## src/rtl/rc_pkg.sv

```systemverilog
package rc_pkg;
  typedef enum logic {
    SIDE_LEFT  = 1'b0,
    SIDE_RIGHT = 1'b1
  } side_e;

  function automatic int unsigned rc_max(input int unsigned a, input int unsigned b);
    return (a > b) ? a : b;
  endfunction
endpackage

```

## src/rtl/rc_trip_rules.sv

```systemverilog
module rc_trip_rules #(
  parameter int unsigned NUM_M = 3,
  parameter int unsigned NUM_C = 3,
  parameter int unsigned CAP   = 2,
  parameter int unsigned CW    = 2
) (
  input  logic          side,
  input  logic [CW-1:0] bank_m,
  input  logic [CW-1:0] bank_c,
  input  logic [CW-1:0] trip_m,
  input  logic [CW-1:0] trip_c,
  output logic          legal,
  output logic [CW-1:0] nxt_m,
  output logic [CW-1:0] nxt_c
);
  localparam int unsigned EW = CW + 1;
  localparam logic [EW-1:0] TOT_M = EW'(NUM_M);
  localparam logic [EW-1:0] TOT_C = EW'(NUM_C);
  localparam logic [EW-1:0] LOAD_MAX = EW'(CAP);

  logic [EW-1:0] lm, lc, rm, rc, tm, tc, load;
  logic [EW-1:0] src_m, src_c, nl_m, nl_c, nr_m, nr_c;
  logic cap_ok, avail_ok, left_safe, right_safe;

  always_comb begin
    lm = {1'b0, bank_m};
    lc = {1'b0, bank_c};
    tm = {1'b0, trip_m};
    tc = {1'b0, trip_c};
    rm = TOT_M - lm;
    rc = TOT_C - lc;
    load = tm + tc;
    src_m = side ? rm : lm;
    src_c = side ? rc : lc;
    cap_ok = (load != '0) && (load <= LOAD_MAX);
    avail_ok = (tm <= src_m) && (tc <= src_c);
    nl_m = side ? (lm + tm) : (lm - tm);
    nl_c = side ? (lc + tc) : (lc - tc);
    nr_m = TOT_M - nl_m;
    nr_c = TOT_C - nl_c;
    left_safe  = (nl_m == '0) || (nl_c <= nl_m);
    right_safe = (nr_m == '0) || (nr_c <= nr_m);
    legal = cap_ok && avail_ok && left_safe && right_safe;
    nxt_m = nl_m[CW-1:0];
    nxt_c = nl_c[CW-1:0];
  end
endmodule

```

## src/rtl/rc_bank_state.sv

```systemverilog
module rc_bank_state #(
  parameter int unsigned NUM_M = 3,
  parameter int unsigned NUM_C = 3,
  parameter int unsigned CW    = 2
) (
  input  logic          clk,
  input  logic          rst,
  input  logic          commit,
  input  logic [CW-1:0] nxt_m,
  input  logic [CW-1:0] nxt_c,
  output logic [CW-1:0] cur_m,
  output logic [CW-1:0] cur_c,
  output rc_pkg::side_e cur_side
);
  always_ff @(posedge clk or posedge rst) begin
    if (rst) begin
      cur_m    <= CW'(NUM_M);
      cur_c    <= CW'(NUM_C);
      cur_side <= rc_pkg::SIDE_LEFT;
    end else if (commit) begin
      cur_m    <= nxt_m;
      cur_c    <= nxt_c;
      cur_side <= (cur_side == rc_pkg::SIDE_LEFT) ? rc_pkg::SIDE_RIGHT : rc_pkg::SIDE_LEFT;
    end
  end
endmodule

```

## src/rtl/rc_crossing_referee.sv

```systemverilog
module rc_crossing_referee #(
  parameter int unsigned NUM_M = 3,
  parameter int unsigned NUM_C = 3,
  parameter int unsigned CAP   = 2,
  parameter int unsigned CW    = $clog2(rc_pkg::rc_max(NUM_M, NUM_C) + 1)
) (
  input  logic          clk,
  input  logic          rst,
  input  logic          move_valid,
  input  logic [CW-1:0] move_m,
  input  logic [CW-1:0] move_c,
  output logic [CW-1:0] left_m,
  output logic [CW-1:0] left_c,
  output logic          boat_side,
  output logic          accept,
  output logic          error,
  output logic          done
);
  rc_pkg::side_e side_q;
  logic          legal, take;
  logic [CW-1:0] nxt_m, nxt_c;

  rc_trip_rules #(.NUM_M(NUM_M), .NUM_C(NUM_C), .CAP(CAP), .CW(CW)) u_rules (
    .side   (side_q == rc_pkg::SIDE_RIGHT),
    .bank_m (left_m),
    .bank_c (left_c),
    .trip_m (move_m),
    .trip_c (move_c),
    .legal  (legal),
    .nxt_m  (nxt_m),
    .nxt_c  (nxt_c)
  );

  assign done = (left_m == '0) && (left_c == '0) && (side_q == rc_pkg::SIDE_RIGHT);
  assign take = move_valid && legal && !done;
  assign boat_side = (side_q == rc_pkg::SIDE_RIGHT);

  rc_bank_state #(.NUM_M(NUM_M), .NUM_C(NUM_C), .CW(CW)) u_state (
    .clk      (clk),
    .rst      (rst),
    .commit   (take),
    .nxt_m    (nxt_m),
    .nxt_c    (nxt_c),
    .cur_m    (left_m),
    .cur_c    (left_c),
    .cur_side (side_q)
  );

  always_ff @(posedge clk or posedge rst) begin
    if (rst) begin
      accept <= 1'b0;
      error  <= 1'b0;
    end else begin
      accept <= take;
      error  <= move_valid && !take;
    end
  end
endmodule

```

## config.mk

```make
export PLATFORM = sky130hd
export DESIGN_NAME = rc_crossing_referee
export DESIGN_NICKNAME = d
export VERILOG_FILES = /design/src/rtl/rc_pkg.sv /design/src/rtl/rc_trip_rules.sv /design/src/rtl/rc_bank_state.sv /design/src/rtl/rc_crossing_referee.sv
export SDC_FILE = /design/constraint.sdc
export NUM_CORES = 1
export LEC_CHECK = 0
export BUFFER_PORTS_ARGS = -buffer_cell sky130_fd_sc_hd__buf_2
export CAP_MARGIN = 20
export CORE_MARGIN = 1.5
export CORE_UTILIZATION = 53
export DETAILED_ROUTE_END_ITERATION = 16
export GPL_ROUTABILITY_DRIVEN = 0
export GPL_TIMING_DRIVEN = 0
export PLACE_DENSITY = 0.77
export SETUP_SLACK_MARGIN = 0.4
export SKIP_CTS_REPAIR_TIMING = 1
export SLEW_MARGIN = 10
export SYNTH_ARGS = -nofsm -noshare
export SYNTH_HDL_FRONTEND = slang
export SYNTH_SLANG_ARGS = --single-unit
```

## constraint.sdc

```tcl
create_clock -name clk -period 3.8 [get_ports clk]
set_input_delay 0 -clock clk [delete_from_list [all_inputs] [get_ports clk]]
set_output_delay 0 -clock clk [all_outputs]
set_load 0.01 [all_outputs]
```

==> results.ini <==
[final_layout]
drive_gt1_share_pct = 36.3
layout.nets = 116
final_area_um2 = 906
finish.utilization_pct = 67.9
seqCellArea_um2 = 180
syn2layout_area_growth_pct = 16.2
diodes = 0
multi_input_area_um2 = 532
fillers = 114

[floorplan]
die_x_um = 41.4
die-area_mm2 = 0.00171
coreArea_mm2 = 0.00133
rows = 13
die_h_um = 41.4
ios = 15
initial_core_util_pct = 58.4

[yosys]
synth_edf_count = 0
synth.lib_cells_used.distinct = 26
ys.flop_type = dfstp_2
yosys.area.top_type = ha_1
avgSynthCellArea_um2 = 10.8
synth-seq-area-share_pct = 23.1
synth_common_cells = 14 x ha_1, 12 x inv_1, 4 x dfstp_2, 4 x mux2_4, 4 x xor2_1
synth_area_leaders = ha_1 22%, dfstp_2 13%, dfrtp_1 9.6%
postSynth.asyncResetShare_pct = 100
syn-num-nets = 96
synth.ff_latch_count = 7
synth.most_common_cell = ha_1
yosysWarnings = 0
netlist_area_um2 = 779
syn_inst = 72
yosysTopAreaCellShare_pct = 22.5

[setup_path]
crit_path_cell_trace = buf_6 -> mux2_2 -> fa_1 -> xor2_2 -> inv_1 -> ha_1 -> and3_1 -> o311a_1 -> buf_6 -> mux2_4
crit_family = adder cells
crit_slowest_cell = fa_1
crit_arrival_ns = 3.19
worst_setup_path_start_kind = flop
max_stage_delay_ns = 0.43
cp_max_fo = 10
endpoint_kind = flop
crit_type = flop to flop
cp_common_cell = buf_6
r2r_slack_ns = 0.79
cp_num_buf_inv = 3
crit_required_ns = 3.98

[timing]
fin_worst_skew_ns = 0.00279
setup_viol = 0
slew-limit-headroom_pct = 74.6
fin_setup_tns_ns = 0
finalMaxSlewViolations = 0
fin_crit_sh_pct = 79.2
rsz0062_at_grt = false
hold_viol = 0
hold_slack_ns = 0.00119
setup_ws_ns = 0.790
clock.fmax_ghz = 0.332
worst_pin_slew_ns = 0.377
period_minus_slack_ns = 3.01

[global_route]
antenna_found_initial = 0
first_global_vias = 459
grt_pass1_wl_mm = 2.00
overflow = 0
grt_use_total_pct = 18.0
grt_max_degree = 11

[place]
dpl_cell_area_um2 = 868
dp.final_hpwl_mm = 1.12
io_buffers = 14
place_ws_ns = 0.794

[clock_network]
path_clk_slew_ns = 0.06
numCtsBuffers = 3
tritoncts = built
clockBufferDepth = 2
h-tree-depth = 1
clock_latency_ns = 0.25
root_buffer = clkbuf_4
clock-sinks = 7

[drt]
wl_mm = 1.35
drt_first_pass_iters = 3
via_count = 558
remaining_drc_errors = 0
drtIter0Drc = 3
final_antenna_net_count = 0
viasPerCell = 5.26
wire_per_inst_um = 12.7

[power]
p_leak_nw = 0.489
ir_worst_vdd_mv = 0.570
power_density_mw_per_mm2 = 891

[outcome]
status = complete, no violations

[min_path]
hold_class = primary input to flop

[flow_run]
drv_cap = 0

==> final cells by class <==
class                      instances  area share [%]
buffer                             2            2.49
clock buffer                       3            2.49
clock inverter                     1           0.552
inverter                          12            4.97
multi-input combinational         51            58.7
sequential                         7            19.9
tap                               15            2.07
timing repair buffer              15            8.84
==> power breakdown <==
group          total [mW]  switching (mW)  internal, mW
clock network      0.0679          0.0294        0.0385
registers           0.152          0.0351         0.117
logic               0.587           0.291         0.296
total               0.807           0.356         0.451
==> worst reg2reg max path, stage by stage, from the launching register on <==
cell,delay [ns]
dfrtp_1,0.35
buf_6,0.16
mux2_2,0.36
fa_1,0.43
xor2_2,0.22
inv_1,0.07
ha_1,0.33
and3_1,0.21
o311a_1,0.36
buf_6,0.14
mux2_4,0.29
==> cell usage in the layout (no fill, tap or decap) <==
cell           count
o311a_1            1
xor2_2             1
nor2_4             1
a2bb2oi_1          2
nor4_1             2
o31ai_1            1
xor2_1             4
fa_1               3
dfstp_2            4
a21o_1             1
nand2b_1           1
dlygate4sd3_1      1
ha_1              14
mux2_4             4
and2b_2            1
nor2_1             1
nor2b_1            2
a21oi_1            3
dfrtp_1            3
and3_1             1
nor3_1             1
buf_6              2
inv_1             12
buf_2             14
nand3_1            1
xnor2_1            3
mux2_2             2
clkbuf_4           3
clkinv_2           1
nand3b_1           1
==> worst paths after layout <==
kind,from,end,cells past startpoint
setup / recovery,u_state.cur_side,u_state.cur_c[0],10
min in group asynchronous,rst,error,3
hold reg to reg,u_state.cur_side,u_state.cur_side,2
max in group asynchronous,rst,u_state.cur_m[0],3
hold / removal,move_valid,error,2
setup reg to reg,u_state.cur_side,u_state.cur_c[0],10
==> stage by stage <==
step,total power [mW],std cells
after global routing,0.896,106
after CTS,0.809,105
final,0.807,106
after detailed placement,0.738,101
after floorplan,0.602,72
after global placement,0.708,101
==> per-layer routing <==
metal | track usage (%) | share of wire (%) | vias to the layer above | wire, µm
li1 | - | - | 278 | -
met1 | 23.0 | 46 | 263 | 613
met2 | 32.0 | 50 | 17 | 667
met3 | 4.79 | 4.9 | 0 | 66
met4 | 0 | 0 | 0 | 0
met5 | 0 | 0 | - | 0
==> kinds of logic (layout without fill, tap and decap cells) <==
| family | after synthesis | after routing | synth area share [%] |
|---|---|---|---|
| buffers and inverters | 14 | 33 | 8.67 |
| muxes | 6 | 6 | 10.6 |
| adders and majority gates | 17 | 17 | 30.2 |
| xor gates and xnor gates | 8 | 8 | 9.95 |
| DFF | 7 | 7 | 23.1 |
| AOI/OAI and AO/OA | 8 | 8 | 7.38 |
| and+or+nand+nor | 12 | 12 | 10.1 |
==> state kept, by name, summed over array words and instances, names as in the netlist <==
signal	cells
u_state.cur_side	1
error	1
accept	1
u_state.cur_c	2
u_state.cur_m	2
Power figures use the tool's default switching activity.
